`config.mk`:
```
export PLATFORM = sky130hd
export DESIGN_NAME = sbus_datapath
export DESIGN_NICKNAME = d
export VERILOG_FILES = /design/src/rtl/sbus_pkg.sv /design/src/rtl/sbus_regfile.sv /design/src/rtl/sbus_alu.sv /design/src/rtl/sbus_memif.sv /design/src/rtl/sbus_datapath.sv
export SDC_FILE = /design/constraint.sdc
export NUM_CORES = 1
export LEC_CHECK = 0
export BUFFER_PORTS_ARGS = -buffer_cell sky130_fd_sc_hd__buf_2
export CAP_MARGIN = 0
export CORE_MARGIN = 2
export CORE_UTILIZATION = 45
export DETAILED_ROUTE_END_ITERATION = 10
export PLACE_DENSITY_LB_ADDON = 0.3
export RECOVER_POWER = 100
export SYNTH_ARGS = -nofsm -noshare
export SYNTH_HDL_FRONTEND = slang
export SYNTH_SLANG_ARGS = --single-unit
```
`constraint.sdc`:
```
create_clock -name clk -period 6 [get_ports clk]
set_input_delay 1.2 -clock clk [delete_from_list [all_inputs] [get_ports clk]]
set_output_delay 1.2 -clock clk [all_outputs]
set_load 0.02 [all_outputs]
```
`src/rtl/sbus_pkg.sv`:
```
package sbus_pkg;
  typedef enum logic [1:0] {
    OP_ADD = 2'b00,
    OP_SUB = 2'b01,
    OP_XOR = 2'b10,
    OP_OR  = 2'b11
  } alu_op_e;

  localparam int unsigned WORD_STEP = 4;
endpackage

```
`src/rtl/sbus_regfile.sv`:
```
module sbus_regfile #(
  parameter int W    = 32,
  parameter int NREG = 8
) (
  input  logic            clk,
  input  logic            rst,
  input  logic [NREG-1:0] ld,
  input  logic [NREG-1:0] drv,
  input  logic [W-1:0]    bus_in,
  output logic [W-1:0]    drv_val
);
  logic [W-1:0] regs  [NREG];
  logic [W-1:0] gated [NREG];

  for (genvar i = 0; i < NREG; i++) begin : g_reg
    always_ff @(posedge clk) begin
      if (rst)        regs[i] <= '0;
      else if (ld[i]) regs[i] <= bus_in;
    end
    assign gated[i] = drv[i] ? regs[i] : '0;
  end

  always_comb begin
    drv_val = '0;
    for (int i = 0; i < NREG; i++) drv_val = drv_val | gated[i];
  end
endmodule

```
`src/rtl/sbus_alu.sv`:
```
module sbus_alu
  import sbus_pkg::*;
#(
  parameter int W = 32
) (
  input  alu_op_e      op,
  input  logic         cin,
  input  logic [W-1:0] a,
  input  logic [W-1:0] b,
  output logic [W-1:0] y
);
  logic [W-1:0] cin_w;
  assign cin_w = {{(W-1){1'b0}}, cin};

  always_comb begin
    unique case (op)
      OP_ADD: y = a + b + cin_w;
      OP_SUB: y = a - b - cin_w;
      OP_XOR: y = a ^ b;
      default: y = a | b;
    endcase
  end
endmodule

```
`src/rtl/sbus_memif.sv`:
```
module sbus_memif (
  input  logic clk,
  input  logic rst,
  input  logic rd_cmd,
  input  logic wr_cmd,
  input  logic done,
  output logic rd,
  output logic wr
);
  always_ff @(posedge clk) begin
    if (rst) begin
      rd <= 1'b0;
      wr <= 1'b0;
    end else begin
      if (rd_cmd)    rd <= 1'b1;
      else if (done) rd <= 1'b0;
      if (wr_cmd)    wr <= 1'b1;
      else if (done) wr <= 1'b0;
    end
  end
endmodule

```
`src/rtl/sbus_datapath.sv`:
```
module sbus_datapath
  import sbus_pkg::*;
#(
  parameter int W    = 32,
  parameter int NREG = 8
) (
  input  logic            clk,
  input  logic            rst,
  input  logic            pc_ld,
  input  logic            pc_drv,
  input  logic            ir_ld,
  input  logic            ir_drv,
  input  logic            mar_ld,
  input  logic            mdr_ld,
  input  logic            mdr_drv,
  input  logic            mdr_mem_ld,
  input  logic            mdr_mem_drv,
  input  logic            tmp_ld,
  input  logic            tmp_drv,
  input  logic            y_ld,
  input  logic            z_ld,
  input  logic            z_drv,
  input  logic [NREG-1:0] gpr_ld,
  input  logic [NREG-1:0] gpr_drv,
  input  logic [1:0]      alu_op,
  input  logic            carry_in,
  input  logic            sel_four,
  input  logic            rd_cmd,
  input  logic            wr_cmd,
  input  logic            mem_done,
  input  logic [W-1:0]    mem_rdata,
  output logic [W-1:0]    mem_addr,
  output logic [W-1:0]    mem_wdata,
  output logic            mem_rd,
  output logic            mem_wr,
  output logic [W-1:0]    ir_q,
  output logic [W-1:0]    bus_q,
  output logic            bus_err
);
  localparam int NDRV = NREG + 5;
  localparam logic [W-1:0] FOUR = W'(WORD_STEP);

  logic [W-1:0] pc_r, ir_r, mar_r, mdr_r, tmp_r, y_r, z_r;
  logic [W-1:0] gpr_val, alu_a, alu_y;
  logic [NDRV-1:0] drv_all;

  // Single shared bus: OR of gated sources
  assign bus_q = (pc_drv  ? pc_r  : '0)
               | (ir_drv  ? ir_r  : '0)
               | (mdr_drv ? mdr_r : '0)
               | (z_drv   ? z_r   : '0)
               | (tmp_drv ? tmp_r : '0)
               | gpr_val;

  assign drv_all = {gpr_drv, pc_drv, ir_drv, mdr_drv, z_drv, tmp_drv};
  assign bus_err = ($countones(drv_all) > 1);

  always_ff @(posedge clk) begin
    if (rst) begin
      pc_r  <= '0;
      ir_r  <= '0;
      mar_r <= '0;
      mdr_r <= '0;
      tmp_r <= '0;
      y_r   <= '0;
      z_r   <= '0;
    end else begin
      if (pc_ld)           pc_r  <= bus_q;
      if (ir_ld)           ir_r  <= bus_q;
      if (mar_ld)          mar_r <= bus_q;
      if (mdr_mem_ld)      mdr_r <= mem_rdata;
      else if (mdr_ld)     mdr_r <= bus_q;
      if (tmp_ld)          tmp_r <= bus_q;
      if (y_ld)            y_r   <= bus_q;
      if (z_ld)            z_r   <= alu_y;
    end
  end

  sbus_regfile #(.W(W), .NREG(NREG)) u_gpr (
    .clk    (clk),
    .rst    (rst),
    .ld     (gpr_ld),
    .drv    (gpr_drv),
    .bus_in (bus_q),
    .drv_val(gpr_val)
  );

  assign alu_a = sel_four ? FOUR : y_r;

  sbus_alu #(.W(W)) u_alu (
    .op (alu_op_e'(alu_op)),
    .cin(carry_in),
    .a  (alu_a),
    .b  (bus_q),
    .y  (alu_y)
  );

  sbus_memif u_mem (
    .clk   (clk),
    .rst   (rst),
    .rd_cmd(rd_cmd),
    .wr_cmd(wr_cmd),
    .done  (mem_done),
    .rd    (mem_rd),
    .wr    (mem_wr)
  );

  assign mem_addr  = mar_r;
  assign mem_wdata = mdr_mem_drv ? mdr_r : '0;
  assign ir_q      = ir_r;
endmodule

```
# After elaboration in Yosys (flattened, before gate mapping)
# Memory sizes are Yosys's and may differ from the RTL's.
# Index checks and enable logic that the tools add are counted.
[totals]
in_bits = 71
mem_count = 1
word_cells = 110
ramBits = 256
output_inout_bits = 131
register_bits = 226
[memory_table]
columns = ["memory", "words", "word_bits", "read_ports", "rd_ports_with_merged_regs", "wr", "line", "source"]
rows = [
  ["u_gpr.regs", 8, 32, 8, 0, 8, "sbus_regfile.sv:12", "logic [W-1:0] regs [NREG];"],
]
[op_classes]
n_reduce_logical = 4
n_lt_le_gt_ge = 1
n_eq_ne = 2
bitwise_logic = 22
n_addsub = 16
muxes = 55
[op_table]
columns = ["op", "n"]
rows = [
  ["32-bit two-way mux", 25],
  ["32-bit OR", 13],
  ["32-bit case mux with 3 select lines", 1],
  ["32-bit by 1-bit adder with 32-bit output", 1],
  ["32-bit adder", 1],
  ["32-bit by 1-bit subtractor with 32-bit output", 1],
  ["32-bit subtractor", 1],
  ["32-bit bitwise XOR", 1],
  ["1-bit two-way mux", 29],
  ["1-bit by 1-bit adder with 2-bit output", 6],
  ["2-bit by 2-bit adder with 3-bit output", 3],
  ["1-bit OR", 8],
  ["2-bit nonzero test", 3],
  ["4-bit by 4-bit adder with 5-bit output", 1],
  ["5-bit by 1-bit > comparator with 1-bit output (second input constant)", 1],
  ["3-bit by 1-bit adder with 4-bit output", 1],
  ["3-bit by 3-bit adder with 4-bit output", 1],
  ["2-bit by 1-bit == test with 1-bit output (second input constant)", 1],
  ["2-bit == test (second input constant)", 1],
  ["2-bit logical NOT", 1],
]

# Logic depth before layout (Yosys ltp)
# An unclocked memory read counts as a cell.
[logic_depth]
word_depth = 13
depth_mapped = 20
ltp_nobuf = 16

# Cells and area by module
# A second synthesis with hierarchy kept.
[hier_totals]
hier_cells = 2592
hier_area_um2 = 26690.6
[modules_own_cells]
columns = ["mod", "cells_each", "area_each_um2", "instances", "seq_area_each_um2"]
rows = [
  ["sbus_regfile", 737, 10752.8, 1, 7687.4],
  ["sbus_datapath", 1063, 10478.8, 1, 4484.3],
  ["sbus_alu", 784, 5388.9, 1, 0.0],
  ["sbus_memif", 8, 70.1, 1, 40.0],
]

# Least setup slack after synthesis
# Ideal clock, no wire load.
[synth_path]
kind = "in2out"
start = "input port gpr_drv[0]"
end = "output port bus_err"
stages = 13
setup_slack_ns = -0.083
arrival_time_ns = 4.883
path_buffers = 2
cell_sequence = "clkbuf_1 > clkbuf_1 > inv_1 > fa_1 > fa_1 > fa_1 > fa_1 > fa_1 > fa_1 > inv_1 > nand3_1 > o21ai_0 > nand3b_1"
[synth_via]
elab_chain_len = 5
[synth_rtl]
columns = ["item", "line", "source"]
rows = [
  ["from (decl)", "sbus_datapath.sv:24", "input logic [NREG-1:0] gpr_drv,"],
  ["1-bit by 1-bit adder with 2-bit output (implied by the code)", "sbus_datapath.sv:56", "assign bus_err = ($countones(drv_all) > 1);"],
  ["2-bit by 2-bit adder with 3-bit output (implied by the code)", "sbus_datapath.sv:56", ""],
  ["3-bit by 3-bit adder with 4-bit output (implied by the code)", "sbus_datapath.sv:56", ""],
  ["4-bit by 4-bit adder with 5-bit output (implied by the code)", "sbus_datapath.sv:56", ""],
  ["5-bit by 1-bit > comparator with 1-bit output", "sbus_datapath.sv:56", ""],
  ["to (decl)", "sbus_datapath.sv:38", "output logic bus_err"],
]
# Every way passes these cells.

# Final worst setup path
# Same ends and word-level chain as after synthesis.

==> flow_summary.toml <==
[placement]
preCtsSetupSlack_ns = -0.0872
gp_congestion = 0.919
dp_hpwl_um = 55800
io_buffers = 201
post_dp_cell_area_mm2 = 0.0267

[yosys]
synth_cell_types = 71
synthCells = 2638
synth_common_cells = "576 x nor2_1, 256 x edfxtp_1, 226 x dfxtp_1"
syn-num-nets = 2844
yosysWarnings = 0
synth_most_common_cell = "nor2_1"
synth_edf_count = 256
synth_area_mm2 = 0.0248
synth_top_area_cell = "edfxtp_1"
synth_top_cell_area_share_pct = 31.0
synthTopCellsByArea = "edfxtp_1 31%, dfxtp_1 18%, nor2_1 8.7%"
synthArstFlopShare_pct = 0
ys_seq_area_share_pct = 49.3
synth_area_per_cell_um2 = 9.39
ys.flop_type = "edfxtp_1"
synth-seq-cells = 482

[grt]
grt-ovfl-total = 0
grt_start_max_net_pins = 98
grt_usage_pct = 29.1
antenna_found_initial = 0
grt_pass1_vias = 20190
grt_pass1_wl_um = 126000

[die]
core_mm2 = 0.0541
rows = 85
io_pins = 202
die_h_um = 239
initial_core_util_pct = 45.8
fp.dieW_um = 239
die_area_mm2 = 0.0569

[layout]
seqCellArea_mm2 = 0.0122
drive_gt1_share_pct = 8.48
diodes = 0
fin_nets = 2983
multi_input_area_mm2 = 0.0112
final_cell_area_mm2 = 0.0280
syn_to_final_growth_pct = 12.9
n_fill_cell = 4957

[sta]
rsz0062_at_grt = "yes"
fin_worst_skew_ns = 0.0212
whs_ns = 0.464
worst_pin_slew_ns = 3.35
slew_viol_final = 765
setup_viol_count_final = 0
relSlewSlack_pct = -123
fmax_mhz = 169
fin_ws_ns = 0.0973
fin_crit_sh_pct = 98.4
finalHoldViolCount = 0
min_period_ns = 5.90

[clock_network]
clock_sinks = 482
htreeDepth = 2
clk_pin_slew_ns = 0.06
root_buffer = "clkbuf_16"
clk_latency_ns = 0.60
cts_buffer_depth = 3
cts_tree = "built"
postCtsSetupBuffers = 0
numCtsBuffers = 51

[run_status]
status = "complete, but fails checks"
violations = "capacitance limit, slew limit"

[route]
via_count = 21559
first_pass_iters = 6
ant_nets = 0
wl_per_cell_um = 24.1
drc_errors = 0
wl_um = 84800
viasPerCell = 6.13
drt_first_iter_violations = 2792

[setup_path]
crit_fanout = 2
end_kind = "output port"
required_ns = 4.80
ff2ff_path_depth = 17
criticalPathCategory = "in2out"
cp-start-kind = "primary input"
reg2reg_slack_ns = 1.25
cp.arrival_ns = 4.70

[worst_hold_path]
hold_depth = 2
hold_class = "reg2reg"

[power]
power.density_mw_per_mm2 = 349
max-vdd-ir-drop_uv = 244
p_leak_nw = 11.7

[flow_run]
cap_viol_max_count = 19
[final timing paths]
check,startpoint,end
setup reg to reg,z_r[4],z_r[31]
hold / removal,z_r[18],z_r[18]
hold reg to reg,z_r[18],z_r[18]
setup / recovery,gpr_drv[0],bus_err
[per-layer routing]
layer	vias to the layer above	share of wire, %	GRT usage, %	routed length (um)
li1	9767	-	-	-
met1	10440	42	41.4	35800
met4	0	2.2	6.97	1820
met2	1221	45	46.3	38200
met5	-	0	0	0
met3	131	11	5.00	8930
[power by group]
group          internal (mW)  leakage [nW]  total [mW]  switching, mW
logic                  0.924          6.21        2.62           1.70
registers               3.83          4.67        4.01          0.177
clock network           1.77         0.808        3.13           1.36
[through the flow]
stage	cells	power (mW)	utilization [%]	TNS, ns
5_1_grt	3516	10.2	51.7	-0.0379
6_report	3516	9.76	51.7	0
3_5_place_dp	3420	6.65	49.2	-0.0872
3_3_place_gp	3420	6.61	49.2	-0.0556
2_1_floorplan	2638	5.74	-	0
4_1_cts	3516	9.75	52.3	0
[layout by cell type, fill, tap and decap left out, drive strengths merged, types with 13 or more instances in the layout]
| cell type | count |
|---|---|
| o21ai | 60 |
| dfxtp | 226 |
| nor2 | 576 |
| a22oi | 164 |
| edfxtp | 256 |
| nand4 | 13 |
| a222oi | 32 |
| clkinv | 17 |
| nand2b | 48 |
| a31oi | 16 |
| nand3 | 79 |
| a21oi | 118 |
| a211oi | 207 |
| a21o | 34 |
| buf | 139 |
| nand2 | 78 |
| clkbuf | 246 |
| xnor2 | 25 |
| inv | 136 |
| and2 | 38 |
| nor3 | 17 |
| ha | 123 |
[critical path, cell delays in order]
cell      delay [ns]
buf_4           0.14
inv_1           0.08
fa_1            0.58
fa_1            0.46
fa_1            0.50
fa_1            0.52
fa_2            0.42
fa_2            0.35
inv_2           0.07
nand3_2         0.07
o21ai_2         0.06
nand3b_1        0.11
buf_6           0.15
[timing repair]
item	in CTS	in global routing
resized for setup	1	13
pin swaps	0	7
hold endpoints to repair	0	0
hold buffers	0	0
endpoints found under the setup margin	1	1
[cell families (layout without fill, tap and decap cells)]
family | count (synthesis) | after routing | share of synthesized area, %
multiplexers | 15 | 15 | 0.667
AND/OR/NAND/NOR | 894 | 894 | 15.6
XOR/XNOR | 35 | 35 | 1.24
flip-flops | 482 | 482 | 49.3
AO/OA/AOI/OAI | 717 | 717 | 20.6
adder cells (fa/ha/maj) | 135 | 135 | 7.18
buffers and inverters | 360 | 542 | 5.46
[state kept, by name, summed over array words and instances (netlist names)]
name and count:
ir_q 32, mdr_r 32, mem_addr 32, pc_r 32
tmp_r 32, u_gpr.regs 256, u_mem.rd 1, u_mem.wr 1
y_r 32, z_r 32
[area by class of cell]
| class | instances | area share [%] |
|---|---|---|
| multi-input cells | 1796 | 40.1 |
| clock buffers | 72 | 5.17 |
| repair buffers | 313 | 5.41 |
| well taps | 696 | 3.11 |
| flip-flops and latches | 482 | 43.7 |
| clock inverters | 24 | 0.707 |
| inverters | 133 | 1.79 |
Power figures use the tool's default switching activity.
